File: config.mk
export PLATFORM = sky130hd
export DESIGN_NAME = seg_xlate
export DESIGN_NICKNAME = d
export VERILOG_FILES = /design/src/rtl/seg_xlate.sv
export SDC_FILE = /design/constraint.sdc
export NUM_CORES = 1
export LEC_CHECK = 0
export ABC_AREA = 1
export CORE_ASPECT_RATIO = 1.25
export CORE_MARGIN = 2
export CORE_UTILIZATION = 40
export CTS_BUF_LIST = sky130_fd_sc_hd__clkbuf_8
export CTS_CLUSTER_DIAMETER = 60
export CTS_CLUSTER_SIZE = 8
export DETAILED_ROUTE_END_ITERATION = 10
export DONT_BUFFER_PORTS = 1
export SYNTH_ARGS = -nofsm -noshare
export SYNTH_HDL_FRONTEND = slang
export SYNTH_SLANG_ARGS = --single-unit
File: constraint.sdc
create_clock -name clk -period 2.5 [get_ports clk]
set_input_delay 0.625 -clock clk [delete_from_list [all_inputs] [get_ports clk]]
set_output_delay 0.625 -clock clk [all_outputs]
set_load 0.005 [all_outputs]
File: src/rtl/seg_xlate.sv
module seg_xlate #(
  parameter int SEG_W = 8,
  parameter int OFF_W = 16,
  parameter int AW    = 32
) (
  input  logic             clk,
  input  logic             rst_n,
  input  logic             base_we,
  input  logic [AW-1:0]    base_wdata,
  input  logic             len_we,
  input  logic [SEG_W:0]   len_wdata,
  input  logic             req_valid,
  output logic             req_ready,
  input  logic [SEG_W-1:0] req_seg,
  input  logic [OFF_W-1:0] req_off,
  output logic             rsp_valid,
  output logic [1:0]       rsp_fault,
  output logic [AW-1:0]    rsp_paddr,
  output logic             mem_rd_en,
  output logic [AW-1:0]    mem_rd_addr,
  input  logic             mem_rd_valid,
  input  logic [AW-1:0]    mem_rd_data
);
  localparam int VBIT = AW - 1;
  localparam logic [1:0] F_OK = 2'd0, F_SEG = 2'd1, F_INV = 2'd2, F_BND = 2'd3;

  typedef enum logic [1:0] {S_IDLE, S_W0, S_W1} st_t;

  st_t              st;
  logic [AW-1:0]    tbl_base;
  logic [SEG_W:0]   tbl_len;
  logic [AW-1:0]    seg_base;
  logic [OFF_W-1:0] off_q;

  wire              accept  = req_valid && req_ready;
  wire              seg_bad = {1'b0, req_seg} >= tbl_len;
  wire [OFF_W:0]    lim     = mem_rd_data[OFF_W:0];
  wire              ent_ok  = mem_rd_data[VBIT];

  assign req_ready = (st == S_IDLE);

  always_ff @(posedge clk) begin
    if (!rst_n) begin
      st          <= S_IDLE;
      tbl_base    <= '0;
      tbl_len     <= '0;
      seg_base    <= '0;
      off_q       <= '0;
      rsp_valid   <= 1'b0;
      rsp_fault   <= F_OK;
      rsp_paddr   <= '0;
      mem_rd_en   <= 1'b0;
      mem_rd_addr <= '0;
    end else begin
      rsp_valid <= 1'b0;
      mem_rd_en <= 1'b0;
      if (base_we) tbl_base <= base_wdata;
      if (len_we)  tbl_len  <= len_wdata;
      case (st)
        S_IDLE: if (accept) begin
          off_q <= req_off;
          if (seg_bad) begin
            rsp_valid <= 1'b1;
            rsp_fault <= F_SEG;
            rsp_paddr <= '0;
          end else begin
            mem_rd_en   <= 1'b1;
            mem_rd_addr <= tbl_base + AW'({req_seg, 3'b000});
            st          <= S_W0;
          end
        end
        S_W0: if (mem_rd_valid) begin
          seg_base    <= mem_rd_data;
          mem_rd_en   <= 1'b1;
          mem_rd_addr <= mem_rd_addr + AW'(4);
          st          <= S_W1;
        end
        S_W1: if (mem_rd_valid) begin
          rsp_valid <= 1'b1;
          st        <= S_IDLE;
          if (!ent_ok) begin
            rsp_fault <= F_INV;
            rsp_paddr <= '0;
          end else if ({1'b0, off_q} >= lim) begin
            rsp_fault <= F_BND;
            rsp_paddr <= '0;
          end else begin
            rsp_fault <= F_OK;
            rsp_paddr <= seg_base + AW'(off_q);
          end
        end
        default: st <= S_IDLE;
      endcase
    end
  end

  a_r2_seg_fault: assert property (@(posedge clk) disable iff (!rst_n)
    req_valid && req_ready && ({1'b0, req_seg} >= tbl_len) |=> rsp_valid && rsp_fault == F_SEG);
  a_r2_no_read: assert property (@(posedge clk) disable iff (!rst_n)
    req_valid && req_ready && ({1'b0, req_seg} >= tbl_len) |=> !mem_rd_en);
  a_r3_one_strobe: assert property (@(posedge clk) disable iff (!rst_n)
    mem_rd_en |=> !mem_rd_en);
  a_r7_busy: assert property (@(posedge clk) disable iff (!rst_n)
    mem_rd_en |-> !req_ready && !rsp_valid);
endmodule

Word-level counts from Yosys, hierarchy flattened
Cells that the tools add are included.

storage, ports and cells
  logic and storage cells = 59
  bits in registers = 159
  input bits = 103
  output and inout bits = 69

cells by class
  add/sub/neg operators = 3
  reduce and logical (&&, ||, !) cells = 9
  magnitude comparators = 2
  equality and inequality tests = 7
  multiplexer cells = 28

operator list
  operator                 number
  $mux W32                 8
  $pmux W32 S2             2
  $add A32 B11 Y32         1
  $add A32 B16 Y32         1
  $add A32 B3 Y32 const B  1
  $mux W2                  9
  $ge A16 B17 Y1           1
  $reduce_and A4 Y1        3
  $ge A8 B9 Y1             1
  $ne A2 B2 Y1 const B     3
  $pmux W2 S3              1
  $mux W1                  5
  $ne A2 B1 Y1 const B     2
  $pmux W1 S2              2
  $pmux W2 S2              1
  $reduce_and A2 Y1        2
  $reduce_bool A2 Y1       2
  $eq A2 B1 Y1 const B     1
  $eq A2 B2 Y1 const B     1
  $logic_not A2 Y1         1
  $logic_and A1 B1 Y1      1

Logic depth before layout (Yosys ltp)
  word-level depth = 5
  mapped depth = 15

Worst setup path before layout
OpenSTA, ideal clock, no wires.

  path kind = in2reg
  start = input req_seg[0]
  end = register mem_rd_addr[31]
  setup time = 0.064 ns
  slack = 0.316 ns
  data arrival time = 2.120 ns
  cell stages on the path = 14
  data required time = 2.436 ns
  cells stage by stage = ha_1 > fa_1 > nand2_1 > nand3_1 > o21ai_1 > inv_1 > nand3_1 > nand2_2 > nand2_1 > xor2_1 > nand2_1 > nand2_1 > nor2_1 > nor2_1

on the way
  longest elaborated chain between the ends = 4

RTL lines
  item                  RTL line  RTL
  start, declared       14        input logic [SEG_W-1:0] req_seg,
  $add A32 B11 Y32      68        mem_rd_addr <= tbl_base + AW'({req_seg, 3'b000});
  $mux W32              62        if (seg_bad) begin
  $mux W32              60        S_IDLE: if (accept) begin
  $pmux W32 S2          59        case (st)
  end signal, assigned  68
  end signal, assigned  75        mem_rd_addr <= mem_rd_addr + AW'(4);
  end, declared         20        output logic [AW-1:0] mem_rd_addr,

Parallel ways exist; a longest one is shown, timed or not. The select of a mux whose other input is x is not followed.
A chain may end at the register's enable or synchronous reset.

Worst setup path in the final report
  start = register seg_base[0]
  end = register rsp_paddr[30]

on the way
  longest elaborated chain between the ends = 5

RTL lines
  item                    RTL line  RTL
  start, declared         32        logic [AW-1:0] seg_base;
  start signal, assigned  73        seg_base <= mem_rd_data;
  $add A32 B16 Y32        89        rsp_paddr <= seg_base + AW'(off_q);
  $mux W32                84        end else if ({1'b0, off_q} >= lim) begin
  $mux W32                81        if (!ent_ok) begin
  $mux W32                78        S_W1: if (mem_rd_valid) begin
  $pmux W32 S2            59
  end signal, assigned    89
  end, declared           18        output logic [AW-1:0] rsp_paddr,

No other way between the ends. The select of a mux whose other input is x is not followed.

==> impl_metrics.py <==
metrics = {
    "routing": {
        "num_vias": 9519,
        "drc": 0,
        "routed_wl_microns": 30200,
        "first_pass_iters": 5,
        "wl_per_cell_microns": 16.3,
        "drt_iter0_markers": 513,
        "viasPerCell": 5.13,
        "ant_nets": 0,
    },
    "finish": {
        "final_nets": 1664,
        "design_area_sq_um": 10700,
        "fillerInstances": 2649,
        "fin_util": 0.438,
        "layout-drive-gt1-share": 0.0670,
        "syn2layout_area_growth_pct": 7.54,
    },
    "timing": {
        "finalCriticalPeriod_ns": 2.25,
        "whs_ns": 0.287,
        "tns_ns": 0,
        "fin_crit_sh": 0.901,
        "fmax_mhz": 444,
        "hold_violations": 0,
        "drv_slew": 0,
        "rsz0062_at_grt": "no",
        "tightest_slew_ns": 0.744,
        "slew_headroom": 0.504,
        "finalClockSkew_ns": 0.0259,
        "setup_viol": 0,
    },
    "synth": {
        "synth_compound_area_frac": 0.150,
        "syn_inst": 1531,
        "synthesis.area_sq_um": 9940,
        "yosysTopAreaCellShare": 0.320,
        "synthAdderAreaFrac": 0.0657,
        "ys_warn_count": 0,
        "yosys.area_share.simple": 0.329,
        "synthArstFlopShare": 0,
        "synth_cell_types": 47,
        "synthMuxAreaShare": 0,
        "avgSynthCellArea_sq_um": 6.49,
        "ys_ff_latch": 159,
        "synth-xor-area-share": 0.0326,
        "ys.flop_type": "dfxtp_1",
        "synth_nets": 1685,
        "synth_top_family_by_area": "simple AND/OR/NAND/NOR gates",
        "yosysSeqAreaShare": 0.320,
        "synth_edf_count": 0,
        "synth_top_cell_by_area": "dfxtp_1",
        "synthTopCellsByArea": "dfxtp_1 (32%), nand2_1 (14%), a21oi_1 (7.1%), inv_1 (6.5%), nor2_1 (6.2%)",
    },
    "hold_path": {
        "min_to": "tbl_base[7]",
        "hold-path-cell-count": 2,
        "hold_path.class": "in2reg",
        "hp-start": "base_wdata[7]",
    },
    "placed_design": {
        "hpwl_microns": 23500,
        "placed_area_sq_um": 10200,
        "place.gp.congestion": 0.941,
        "io_buffers": 0,
    },
    "clock_network": {
        "cts.htree.levels": 4,
        "clkTransAtPathRegs_ns": 0.09,
        "worstSkewPairLatency_ns": 0.48,
        "clk_path_buf_depth": 2,
        "clock-sinks": 159,
        "cts_hold_buf": 0,
        "root_buffer": "clkbuf_8",
        "tritoncts": "done",
        "numCtsBuffers": 17,
        "cts-resized-gates": 0,
        "postCtsSetupBuffers": 0,
    },
    "grt": {
        "grt_pass1_wl_microns": 48800,
        "overflow": 0,
        "grt_start_max_net_pins": 118,
        "grt.total_usage": 0.233,
        "antenna_found_initial": 1,
        "first_global_vias": 9304,
    },
    "run_status": {
        "status": "complete, no violations",
    },
    "critical_path": {
        "path_max_fanout": 4,
        "critPathLaunch": "seg_base[0]",
        "worstPathRequired_ns": 2.89,
        "reg2reg_slack_ns": 0.25,
        "path_class": "reg2reg",
        "worst_r2r_path_depth": 13,
        "worstPathArrival_ns": 2.65,
        "critPathMaxStageDelay_ns": 0.39,
        "r2r_end": "rsp_paddr[30]",
        "crit_chain": "ha_1 -> inv_1 -> fa_1 -> nand3b_1 -> nand2_1 -> nand2_1 -> nand2_1 -> nand2_1 -> nand2_1 -> nand2_1 -> nand3_1 -> nand4_1 -> a21oi_1",
        "cp_common_cell": "nand2_1",
        "slowest_stage": "fa_1",
        "r2r-start": "seg_base[0]",
        "worst_setup_path_end_kind": "flip-flop",
        "critPathLaunchType": "flip-flop",
    },
    "power": {
        "power.density_nw_per_um2": 588,
        "p_seq_frac": 0.473,
        "p_clk_frac": 0.344,
        "p_sw_mw": 2.00,
        "p_leak_nw": 4.74,
        "swShare": 0.319,
        "power_mw": 6.29,
        "vdd.ir_drop.worst_v": 0.000352,
        "intPower_mw": 4.28,
        "combPwrFrac": 0.184,
    },
    "flow_run": {
        "max_cap_violations": 0,
    },
    "floorplanning": {
        "core_area_sq_um": 24400,
        "ioPinCount": 172,
        "die-area_sq_um": 26100,
        "row_count": 64,
        "die_h_microns": 180,
        "dieWidth_microns": 145,
        "initial_core_util": 0.407,
    },
}
==> per-stage QoR <==
step	std cells	setup WS, ns
6_report	1854	0.247
5_1_grt	1854	0.0408
4_1_cts	1853	0.254
3_5_place_dp	1821	0.0863
3_3_place_gp	1821	0.116
2_1_floorplan	1531	0.316
==> final cells by class <==
type	instances	area, sq um	share of cell area
Tap cell	330	413	0.0386
Clock inverter	12	168	0.0157
Sequential cell	159	3180	0.298
Antenna cell	1	2.50	0.000234
Multi-Input combinational cell	1124	5740	0.538
Inverter	194	733	0.0686
Clock buffer	20	275	0.0258
Timing Repair Buffer	14	168	0.0157
==> placed cells by master, fill, tap and decap left out, types with 4 or more instances in the layout <==
cell type / netlist / final
nor3_2: 5 / 5
nor2_2: 9 / 9
clkbuf_8: 0 / 20
o21ai_1: 12 / 12
inv_2: 19 / 19
a21oi_1: 141 / 141
xor2_1: 30 / 30
nand4_1: 33 / 33
xnor2_1: 7 / 7
ha_1: 49 / 49
nand3_1: 112 / 112
bufinv_16: 0 / 4
buf_4: 5 / 9
nand2_1: 377 / 377
nor2_1: 164 / 164
nand2_2: 7 / 7
buf_12: 0 / 5
o21ai_0: 118 / 118
inv_1: 172 / 175
nor3_1: 16 / 16
nor4_1: 4 / 4
dfxtp_1: 159 / 159
==> registers in the layout (all words and copies together), names as in the netlist <==
register,flops
rsp_paddr,32
tbl_len,9
st,2
seg_base,32
rsp_valid,1
mem_rd_en,1
mem_rd_addr,32
rsp_fault,2
off_q,16
tbl_base,32
==> worst max-delay path, delay by kind of cell, from the launching register on <==
family                   cells  cell delay [ns]
AND/OR/NAND/NOR              9             1.04
adder cells (fa/ha/maj)      2             0.58
AO/OA/AOI/OAI                1             0.15
buffers and inverters        1             0.06
flip-flops                   1             0.37
==> cell families (layout without fill, tap and decap cells) <==
kind of cell    Yosys count  after routing
flops                   159            159
simple gates            749            749
fa+ha+maj                51             51
other cells               0              1
compound gates          287            287
xor+xnor                 37             37
buf+inv                 248            240
==> Yosys cell counts (9+ instances only) <==
master    number
nor3_1        16
o21ai_1       12
nand3_1      112
dfxtp_1      159
nor2_1       164
a21oi_1      141
inv_2         19
clkbuf_1      32
nand2_1      377
xor2_1        30
nor2_2         9
nand4_1       33
ha_1          49
o21ai_0      118
inv_1        172
==> worst max-delay path by stage <==
stage	end	slack (ns)
6_report	rsp_paddr[30]	0.25
4_1_cts	rsp_paddr[22]	0.25
3_5_place_dp	mem_rd_addr[27]	0.09
5_1_grt	rsp_paddr[30]	0.04
3_3_place_gp	mem_rd_addr[27]	0.12
2_1_floorplan	mem_rd_addr[31]	0.32
==> layer usage <==
| layer | up-vias | share of wire | track usage |
|---|---|---|---|
| li1 | 4919 | - | - |
| met1 | 4314 | 0.40 | 0.254 |
| met2 | 239 | 0.51 | 0.431 |
| met3 | 47 | 0.060 | 0.0562 |
| met4 | 0 | 0.030 | 0.0939 |
| met5 | - | 0 | 0 |
==> power by group through the flow <==
| stage | Clock, mW | Combinational [mW] | Sequential (mW) |
|---|---|---|---|
| 2_1_floorplan | 0 | 0.915 | 2.93 |
| 3_3_place_gp | 0 | 1.15 | 3.03 |
| 3_5_place_dp | 0 | 1.15 | 3.03 |
| 4_1_cts | 2.22 | 1.16 | 2.97 |
| 5_1_grt | 2.32 | 1.33 | 3.00 |
| 6_report | 2.16 | 1.15 | 2.97 |
(Power assumes the default switching activity.)
